`src/rtl/sbm_pkg.sv`:
```
package sbm_pkg;
    localparam int BUS_W     = 32;
    localparam int START_BIT = 1;
    localparam int LOOP_BIT  = 3;
    localparam int CTRL_OFF  = 0;
    localparam int DATA_OFF  = 4;

    typedef enum logic [1:0] {
        ST_IDLE = 2'd0,
        ST_LOW  = 2'd1,
        ST_HIGH = 2'd2
    } sbm_state_t;
endpackage

```
`src/rtl/sbm_regs.sv`:
```
module sbm_regs
    import sbm_pkg::*;
#(
    parameter int ADDR_W = 3,
    parameter int DIV_W  = 5,
    parameter int NUM_CS = 3,
    parameter int DATA_W = 8
) (
    input  logic              clk,
    input  logic              rst_n,
    input  logic [ADDR_W-1:0] bus_addr,
    input  logic              bus_wr,
    input  logic [BUS_W-1:0]  bus_wdata,
    input  logic              busy,
    input  logic [DATA_W-1:0] rx_byte,
    output logic [BUS_W-1:0]  bus_rdata,
    output logic [NUM_CS-1:0] cs_lvl,
    output logic              loop_en,
    output logic [DIV_W-1:0]  div_val,
    output logic [DATA_W-1:0] tx_byte,
    output logic              start
);
    localparam int DIV_LO = BUS_W - DIV_W;

    logic ctrl_hit;
    logic data_hit;
    logic ctrl_wr;
    logic [BUS_W-1:0] ctrl_word;
    logic unused_wdata_mid;

    assign ctrl_hit = (bus_addr == ADDR_W'(CTRL_OFF));
    assign data_hit = (bus_addr == ADDR_W'(DATA_OFF));
    assign ctrl_wr  = bus_wr && ctrl_hit;
    assign start    = ctrl_wr && bus_wdata[START_BIT] && !busy;
    assign unused_wdata_mid = ^bus_wdata[DIV_LO-1:DATA_W];

    always_ff @(posedge clk or negedge rst_n) begin
        if (!rst_n) begin
            cs_lvl  <= '1;
            loop_en <= 1'b0;
            div_val <= '0;
            tx_byte <= '0;
        end else begin
            if (ctrl_wr) begin
                for (int i = 0; i < NUM_CS; i++) begin
                    cs_lvl[i] <= bus_wdata[2*i];
                end
                loop_en <= bus_wdata[LOOP_BIT];
                div_val <= bus_wdata[BUS_W-1 -: DIV_W];
            end
            if (bus_wr && data_hit) begin
                tx_byte <= bus_wdata[DATA_W-1:0];
            end
        end
    end

    always_comb begin
        ctrl_word = '0;
        for (int i = 0; i < NUM_CS; i++) begin
            ctrl_word[2*i] = cs_lvl[i];
        end
        ctrl_word[LOOP_BIT]          = loop_en;
        ctrl_word[START_BIT]         = busy;
        ctrl_word[BUS_W-1 -: DIV_W]  = div_val;
        if (ctrl_hit) begin
            bus_rdata = ctrl_word;
        end else if (data_hit) begin
            bus_rdata = BUS_W'(rx_byte);
        end else begin
            bus_rdata = '0;
        end
    end

    AST_CS_ONLY_ON_WRITE: assert property (@(posedge clk) disable iff (!rst_n)
        !ctrl_wr |=> $stable(cs_lvl));

    AST_DIV_ONLY_ON_WRITE: assert property (@(posedge clk) disable iff (!rst_n)
        !ctrl_wr |=> $stable(div_val));
endmodule

```
`src/rtl/sbm_clkdiv.sv`:
```
module sbm_clkdiv #(
    parameter int DIV_W = 5
) (
    input  logic             clk,
    input  logic             rst_n,
    input  logic             run,
    input  logic [DIV_W-1:0] div_val,
    output logic             tick
);
    logic [DIV_W-1:0] cnt;

    assign tick = run && (cnt >= div_val);

    always_ff @(posedge clk or negedge rst_n) begin
        if (!rst_n) begin
            cnt <= '0;
        end else if (!run || tick) begin
            cnt <= '0;
        end else begin
            cnt <= cnt + 1'b1;
        end
    end

    AST_HALF_STARTS_CLEAN: assert property (@(posedge clk) disable iff (!rst_n)
        $rose(run) |-> (cnt == '0));
endmodule

```
`src/rtl/sbm_shifter.sv`:
```
module sbm_shifter
    import sbm_pkg::*;
#(
    parameter int DATA_W = 8
) (
    input  logic              clk,
    input  logic              rst_n,
    input  logic              start,
    input  logic [DATA_W-1:0] tx_byte,
    input  logic              tick,
    input  logic              miso,
    input  logic              loop_en,
    output logic              sclk,
    output logic              mosi,
    output logic              busy,
    output logic [DATA_W-1:0] rx_byte
);
    localparam int CNT_W = (DATA_W > 1) ? $clog2(DATA_W) : 1;
    localparam logic [CNT_W-1:0] LAST_BIT = CNT_W'(DATA_W - 1);

    sbm_state_t state;
    sbm_state_t nxt;
    logic [DATA_W-1:0] tx_sh;
    logic [DATA_W-1:0] rx_sh;
    logic [CNT_W-1:0]  bit_cnt;
    logic              sin;

    assign sin  = loop_en ? mosi : miso;
    assign mosi = tx_sh[DATA_W-1];
    assign busy = (state != ST_IDLE);

    always_ff @(posedge clk or negedge rst_n) begin
        if (!rst_n) begin
            state <= ST_IDLE;
        end else begin
            state <= nxt;
        end
    end

    always_comb begin
        nxt = state;
        unique case (state)
            ST_IDLE: if (start) nxt = ST_LOW;
            ST_LOW:  if (tick)  nxt = ST_HIGH;
            ST_HIGH: if (tick)  nxt = (bit_cnt == LAST_BIT) ? ST_IDLE : ST_LOW;
            default: nxt = ST_IDLE;
        endcase
    end

    always_ff @(posedge clk or negedge rst_n) begin
        if (!rst_n) begin
            sclk    <= 1'b0;
            tx_sh   <= '0;
            rx_sh   <= '0;
            rx_byte <= '0;
            bit_cnt <= '0;
        end else begin
            unique case (state)
                ST_IDLE: begin
                    sclk <= 1'b0;
                    if (start) begin
                        tx_sh   <= tx_byte;
                        bit_cnt <= '0;
                    end
                end
                ST_LOW: begin
                    if (tick) begin
                        sclk  <= 1'b1;
                        rx_sh <= {rx_sh[DATA_W-2:0], sin};
                    end
                end
                ST_HIGH: begin
                    if (tick) begin
                        sclk <= 1'b0;
                        if (bit_cnt == LAST_BIT) begin
                            rx_byte <= rx_sh;
                        end else begin
                            tx_sh   <= {tx_sh[DATA_W-2:0], 1'b0};
                            bit_cnt <= bit_cnt + 1'b1;
                        end
                    end
                end
                default: sclk <= 1'b0;
            endcase
        end
    end

    AST_START_RAISES_BUSY: assert property (@(posedge clk) disable iff (!rst_n)
        start |=> busy);

    AST_SCLK_LOW_WHEN_IDLE: assert property (@(posedge clk) disable iff (!rst_n)
        !busy |-> !sclk);

    AST_MOSI_HELD_WHILE_HIGH: assert property (@(posedge clk) disable iff (!rst_n)
        sclk |-> $stable(mosi));

    AST_LAST_FALL_ENDS: assert property (@(posedge clk) disable iff (!rst_n)
        (state == ST_HIGH && tick && bit_cnt == LAST_BIT) |=> !busy);
endmodule

```
`src/rtl/spi_byte_master.sv`:
```
module spi_byte_master
    import sbm_pkg::*;
#(
    parameter int ADDR_W = 3,
    parameter int DIV_W  = 5,
    parameter int NUM_CS = 3,
    parameter int DATA_W = 8
) (
    input  logic              clk,
    input  logic              rst_n,
    input  logic [ADDR_W-1:0] bus_addr,
    input  logic              bus_wr,
    input  logic [31:0]       bus_wdata,
    output logic [31:0]       bus_rdata,
    output logic              spi_sclk,
    output logic              spi_mosi,
    input  logic              spi_miso,
    output logic [NUM_CS-1:0] spi_cs
);
    logic              busy;
    logic              start;
    logic              tick;
    logic              loop_en;
    logic [DIV_W-1:0]  div_val;
    logic [DATA_W-1:0] tx_byte;
    logic [DATA_W-1:0] rx_byte;

    sbm_regs #(
        .ADDR_W(ADDR_W), .DIV_W(DIV_W), .NUM_CS(NUM_CS), .DATA_W(DATA_W)
    ) regs_i (
        .clk(clk), .rst_n(rst_n),
        .bus_addr(bus_addr), .bus_wr(bus_wr), .bus_wdata(bus_wdata),
        .busy(busy), .rx_byte(rx_byte), .bus_rdata(bus_rdata),
        .cs_lvl(spi_cs), .loop_en(loop_en), .div_val(div_val),
        .tx_byte(tx_byte), .start(start)
    );

    sbm_clkdiv #(.DIV_W(DIV_W)) div_i (
        .clk(clk), .rst_n(rst_n), .run(busy), .div_val(div_val), .tick(tick)
    );

    sbm_shifter #(.DATA_W(DATA_W)) shf_i (
        .clk(clk), .rst_n(rst_n), .start(start), .tx_byte(tx_byte),
        .tick(tick), .miso(spi_miso), .loop_en(loop_en),
        .sclk(spi_sclk), .mosi(spi_mosi), .busy(busy), .rx_byte(rx_byte)
    );

    AST_BUSY_START_REFUSED: assert property (@(posedge clk) disable iff (!rst_n)
        (busy && bus_wr && bus_addr == ADDR_W'(CTRL_OFF) && bus_wdata[START_BIT] && !tick)
        |=> busy);
endmodule

```
`config.mk`:
```
export PLATFORM = sky130hd
export DESIGN_NAME = spi_byte_master
export DESIGN_NICKNAME = d
export VERILOG_FILES = /design/src/rtl/sbm_pkg.sv /design/src/rtl/sbm_regs.sv /design/src/rtl/sbm_clkdiv.sv /design/src/rtl/sbm_shifter.sv /design/src/rtl/spi_byte_master.sv
export SDC_FILE = /design/constraint.sdc
export NUM_CORES = 1
export LEC_CHECK = 0
export ABC_AREA = 1
export BUFFER_PORTS_ARGS = -buffer_cell sky130_fd_sc_hd__buf_2
export CAP_MARGIN = 20
export CORE_ASPECT_RATIO = 0.7
export CORE_MARGIN = 2
export CORE_UTILIZATION = 40
export DETAILED_ROUTE_END_ITERATION = 10
export PLACE_DENSITY_LB_ADDON = 0.08
export SYNTH_ARGS = -nofsm -noshare
export SYNTH_HDL_FRONTEND = slang
export SYNTH_SLANG_ARGS = --single-unit
```
`constraint.sdc`:
```
create_clock -name clk -period 3.57 [get_ports clk]
set_clock_uncertainty 0.05 [all_clocks]
set_input_delay 0.714 -clock clk [delete_from_list [all_inputs] [get_ports clk]]
set_output_delay 0.714 -clock clk [all_outputs]
set_load 0.05 [all_outputs]
```
==> out/results.txt, run 1 <==
Remaining design rule violation count: 0
Most used standard cells in the synthesized netlist: nand2_1 (120), dfrtp_1 (49), nand3_1 (37)
Initial detailed-routing violation count: 43
Initial cell density of the core: 0.4185
Headroom to the max-slew limit: 0.5449
Total global routing track utilization: 0.1668
Total wire length: 5.603 mm
Final worst-path cycle share: 0.7455
Cell with the most instances after synthesis: nand2_1
Largest net degree at the start of global routing: 53
Worst r2r src: div_i.cnt[4]
Clock sinks: 52
Hold_buf cts: 0
Count of antenna-violating nets left after detailed routing: 0
Share of layout cells above drive strength 1: 0.1703
Drt via density: 4.624
Detailed Routing Iterations Pass 1: 4
Final count of negative-setup-slack endpoints: 0
Power Dens Cells: 607.3 mW/mm2
Initial antenna violation count: 0
RSZ-0062 raised after global routing: no
Area inside the core boundary: 0.006276 mm2
Slowest cell on the critical path: buf_2
Max Clock Freq: 375.7 MHz
Number of placement rows: 24
Final-report hold violation count: 0
Slew Viols, Final: 0
CP max stage delay: 0.32 ns
Average routed wire per standard cell: 12.68 um
Syn. warnings: 0
Ordered cell list for the critical path: buf_2 -> nor2_4 -> nand2_1 -> o21ai_0 -> buf_2
Max-cap viol count: 0
Leak pwr: 0.001629 uW
Ys flop type: dfrtp_1
Global-route wire length before repair: 9.418 mm
Result of the run: finished, final reports clean
Hold path cells: 2
PostCTS Resize Cnt: 0
Number of CTS-inserted buffers: 5
Total negative setup slack: 0 ns
FFs w/ async S/R, synth: 1.000
Global route overflow: 0
IO buf count: 37
WP data required: 2.81 ns
Die Outline Area: 0.007240 mm2
Average footprint of a synthesized cell: 8.106 um2
Maximum vdd ir drop: 234.8 uV
Post-layout utilization of the core: 0.4617
Worst Path Arrival: 1.90 ns
Worst setup slack for register-to-register paths: 1.54 ns
Synth Cell Area: 0.002626 mm2
Top cells by area, synth: dfrtp_1 (47%), nand2_1 (17%), nand3_1 (7.1%)
Via count of the first global-routing pass: 1862
Worst-path clk slew: 0.09 ns
TritonCTS clock tree: done
Total number of vias: 2044
Post-CTS setup buffer count: 0
Slew of the pin with the lowest slew margin: 0.6826 ns
Gpl congestion: 0.7467
Crit-path max FO: 7
Crit Path Class: input port to output pin
Most frequent cell on the critical path: buf_2
Number of buffers between clock root and the deepest sink: 2
Hold crit path type: flop to flop
Startpoint types: input port
Clock insertion delay at the later pin of the skew report: 0.30 ns
Crit path capture type: output pin
Crit Reg-Reg Endpoint: shf_i.state[0]
Diode insertion count for antenna repair: 0
Die Span Y: 71.80 um
Area leader, netlist: dfrtp_1
Flops & latches, synth: 52
Fraction of the yosys area taken by sequential cells: 0.4969
Number of cell instances on the worst register-to-register path: 5
Clock Root Buffer: clkbuf_8
Final net count: 410
End of the worst hold path: regs_i.tx_byte[5]
Share of Yosys cell area claimed by the top area cell type: 0.4669
Fill cell instance count of the final layout: 648
Area growth syn-to-layout: 10.34%
Estimated wirelength of the detail-placed design: 4.007 mm
Min-Delay Startpoint: regs_i.tx_byte[5]
CTS HTree Levels: 2
Ports placed on the boundary: 76
Final period demand of the worst path: 2.662 ns
Count of different cell masters after synthesis: 25
Number of flops mapped to enable cells by yosys: 0
Chip width: 100.8 um
Synthesized instance count: 324
==> power by group <==
group | internal (uW) | total [uW] | switching (uW) | leakage (uW)
Sequential | 726 | 819 | 92.6 | 0.000679
Clock | 138 | 334 | 197 | 0.0000412
Combinational | 165 | 607 | 442 | 0.000909
Total | 1030 | 1760 | 731 | 0.00163
==> flip-flops by register name (all words and copies together) (netlist names) <==
register,count
shf_i.tx_sh,8
shf_i.rx_byte,8
shf_i.state,2
shf_i.bit_cnt,3
div_i.cnt,5
regs_i.tx_byte,8
shf_i.sclk,1
regs_i.cs_lvl,3
shf_i.rx_sh,8
regs_i.loop_en,1
regs_i.div_val,5
==> cell families after synthesis <==
group / share of synthesized area
AOI/OAI and AO/OA: 0.04050
xor gates and xnor gates: 0.01001
adders and majority gates: 0.03811
buffers and inverters: 0.1110
DFF: 0.4969
other: 0.001428
and+or+nand+nor: 0.3021
==> worst max-delay path, delay by kind of cell <==
| family | cells | cell delay, ns |
|---|---|---|
| AND/OR/NAND/NOR | 2 | 0.45 |
| AO/OA/AOI/OAI | 1 | 0.31 |
| buffers and inverters | 2 | 0.43 |
==> layout by cell type, fill, tap and decap left out <==
| master | count |
|---|---|
| nor2_2 | 1 |
| clkinv_1 | 1 |
| inv_2 | 2 |
| buf_4 | 3 |
| or2_2 | 1 |
| conb_1 | 19 |
| nand2_1 | 120 |
| ha_1 | 8 |
| nor2_1 | 21 |
| clkbuf_1 | 1 |
| dfrtp_1 | 49 |
| clkinv_2 | 1 |
| buf_2 | 37 |
| xnor2_1 | 1 |
| o21ai_0 | 12 |
| a21oi_1 | 2 |
| xor2_1 | 2 |
| o21ai_1 | 4 |
| clkbuf_8 | 5 |
| nand4_2 | 1 |
| clkinvlp_4 | 1 |
| o21ai_4 | 1 |
| nand3_4 | 1 |
| dfstp_2 | 3 |
| nand2_2 | 4 |
| inv_1 | 25 |
| nand3_1 | 37 |
| nor2_4 | 1 |
==> worst max path at each step <==
stage	startpoint	to	slack, ns
2_1_floorplan	bus_addr[1]	bus_rdata[1]	0.66
3_3_place_gp	bus_addr[1]	bus_rdata[1]	0.91
3_5_place_dp	bus_addr[1]	bus_rdata[1]	0.91
4_1_cts	bus_addr[1]	bus_rdata[1]	0.90
5_1_grt	bus_addr[1]	bus_rdata[1]	0.83
6_report	bus_addr[1]	bus_rdata[1]	0.91
==> layout make-up <==
type	instances	area (um2)	area share
clock buffer	6	72.57	0.02504
clock inverter	2	12.51	0.004318
inverter	28	105.1	0.03627
multi-input combinational	236	1097	0.3787
sequential	52	1305	0.4503
tap	78	97.59	0.03368
timing repair buffer	40	207.7	0.07168
==> stage by stage <==
| step | instances | instance area (um2) | worst slack, ns | hold slack [ns] | power, uW |
|---|---|---|---|---|---|
| final | 442 | 2898 | 0.9085 | 0.4267 | 1760 |
| after global routing | 442 | 2898 | 0.8271 | 0.4537 | 1903 |
| after CTS | 442 | 2898 | 0.9030 | 0.4313 | 1780 |
| after detailed placement | 434 | 2813 | 0.9082 | 0.4093 | 1441 |
| after global placement | 434 | 2813 | 0.9146 | 0.4036 | 1432 |
| after floorplan | 342 | 2694 | 0.6600 | 0.3684 | 1303 |
==> routing by layer <==
layer | track usage | part of all wire | up-vias
met5 | 0 | 0 | -
met4 | 0.03196 | 0.0041 | 0
met3 | 0.03317 | 0.031 | 2
met2 | 0.2444 | 0.43 | 32
met1 | 0.2572 | 0.54 | 957
li1 | - | - | 1053
No activity file was read; power rests on OpenSTA's default activity.
==> run 2: changes to the inputs <==
==> constraint.sdc (replaced) <==
create_clock -name clk -period 2.7 [get_ports clk]
set_clock_uncertainty 0.05 [all_clocks]
set_input_delay 0.54 -clock clk [delete_from_list [all_inputs] [get_ports clk]]
set_output_delay 0.54 -clock clk [all_outputs]
set_load 0.05 [all_outputs]
==> run 2 against run 1 <==
Against the previous run:
- via count is 0.49% higher
- highest routed layer unchanged
- sequential power is 32% higher
- sequential share of layout area is 0.44 points lower
- clock power is 41% higher
- setup slack worse by 0.52 ns
- critical path depth stayed put
- non-clock buffer count is 1 higher
- largest cell class unchanged
- critical path type unchanged
- wire length is 1.6% lower
- utilization is 0.46 points higher
- global-route usage is 0.16 points lower
- largest power group unchanged
==> out/results.txt, run 2 (synthesis results as in run 1) <==
Result of the run: finished, final reports clean
CTS HTree Levels: 2
Final count of negative-setup-slack endpoints: 0
Maximum vdd ir drop: 456.8 uV
Total number of vias: 2054
Most frequent cells in the layout: nand2_1 (120), dfrtp_1 (49), nand3_1 (37), buf_2 (37), inv_1 (25)
Clock group share of total power: 0.200
Global-route wire length before repair: 9.328 mm
Number of buffers between clock root and the deepest sink: 2
Global route overflow: 0
Final worst-path cycle share: 0.8558
Crit-path max FO: 7
Most frequent standard cell in the layout excluding fill and tap cells: nand2_1
Total global routing track utilization: 0.1652
Crit path capture type: output pin
Drt via density: 4.637
Smallest hold slack: 0.1694 ns
Die Outline Area: 0.007240 mm2
PostCTS Resize Cnt: 0
Average routed wire per standard cell: 12.45 um
Crit Path Class: input port to output pin
Clock sinks: 52
Max Clock Freq: 432.8 MHz
Via count of the first global-routing pass: 1911
RSZ-0062 raised after global routing: no
Total power after layout: 2359 uW
Hold crit path type: input port to asynchronous set/reset pin
Detailed Routing Iterations Pass 1: 4
Final-report hold violation count: 0
Power Internal: 1396 uW
Share of layout cells above drive strength 1: 0.1726
Total negative setup slack: 0 ns
Headroom to the max-slew limit: 0.5397
Post-CTS setup buffer count: 0
Die Span Y: 71.80 um
Fill cell instance count of the final layout: 640
Diode insertion count for antenna repair: 0
Final net count: 411
Ordered cell list for the critical path: buf_2 -> nor2_4 -> nand2_1 -> o21ai_0 -> buf_2
Final period demand of the worst path: 2.311 ns
TritonCTS clock tree: done
Number of placement rows: 24
Largest net degree at the start of global routing: 31
Initial detailed-routing violation count: 89
Cell Count, Final, Fillers Out: 443
Share of total power in combinational logic: 0.343
WP data required: 2.11 ns
Area inside the core boundary: 0.006276 mm2
Remaining design rule violation count: 0
Sequential Power Share: 0.457
Switching power share of the total: 0.4082
Count of placed standard cells including taps: 435
Worst-path clk slew: 0.10 ns
Slowest cell on the critical path: buf_2
Hold_buf cts: 0
Estimated wirelength of the detail-placed design: 4.085 mm
Area of combinational cells with multiple inputs: 0.001097 mm2
Slew Viols, Final: 0
Most frequent cell on the critical path: buf_2
Chip width: 100.8 um
Gpl congestion: 0.7526
Startpoint types: input port
Ports placed on the boundary: 76
Initial cell density of the core: 0.4185
Area used by sequential logic in the layout: 0.001305 mm2
Area growth syn-to-layout: 11.43%
Total wire length: 5.516 mm
Leak pwr: 0.001641 uW
Max-cap viol count: 0
Slew of the pin with the lowest slew margin: 0.6879 ns
Clock Root Buffer: clkbuf_8
Worst Path Arrival: 1.72 ns
CP max stage delay: 0.32 ns
Count of antenna-violating nets left after detailed routing: 0
Clock insertion delay at the later pin of the skew report: 0.31 ns
Post-layout utilization of the core: 0.4663
Number of CTS-inserted buffers: 5
IO buf count: 37
Power Dens Cells: 806.1 mW/mm2
Initial antenna violation count: 0
Net Sw Power: 963.1 uW
run 2: cell count changes in the layout (fill, tap and decap cells not counted), sizes merged:
cell / change
clkbuf: +1
buf: +1
clkinv: -1
run 2: path summary, 6_finish.rpt:
kind | slack [ns] | endpoint | start | cells after the start
worst min register to register | 0.43 | regs_i.tx_byte[6] | regs_i.tx_byte[6] | 2
worst max-delay path | 0.39 | bus_rdata[1] | bus_addr[1] | 5
min in group clk | 0.39 | regs_i.div_val[2] | bus_wdata[29] | 3
max in group asynchronous | 1.81 | regs_i.cs_lvl[2] | rst_n | 2
worst max register to register | 0.89 | div_i.cnt[3] | div_i.cnt[4] | 6
worst min-delay path | 0.17 | regs_i.tx_byte[5] | rst_n | 1
run 2: routing by layer:
metal,part of all wire,vias up,track usage
li1,-,1061,-
met1,0.52,950,0.2478
met2,0.43,37,0.2467
met3,0.045,6,0.04000
met4,0.0074,0,0.02740
met5,0,-,0
run 2: area by class of cell:
class	count	share of cell area
multi-input cells	236	0.3749
repair buffers	41	0.07781
clock buffers	7	0.02950
inverters	28	0.03591
flip-flops and latches	52	0.4459
clock inverters	1	0.002565
well taps	78	0.03335
run 2: critical path, delay by kind of cell:
family	cells	cell delay [ns]
AND/OR/NAND/NOR	2	0.43
buffers and inverters	2	0.43
AO/OA/AOI/OAI	1	0.31
run 2: metrics by stage:
stage                     setup WS, ns  cell area (um2)
after floorplan                 0.1380             2694
after global placement          0.4036             2833
after detailed placement        0.3873             2833
after CTS                       0.3834             2927
after global routing            0.3194             2927
final                           0.3893             2927
run 2: power by group through the flow:
stage	registers, uW	clock network [uW]	logic [uW]
floorplan	1130	0	595
global placement	1090	0	811
detailed placement	1090	0	819
CTS	1080	478	821
global route	1100	511	935
finish	1080	472	808
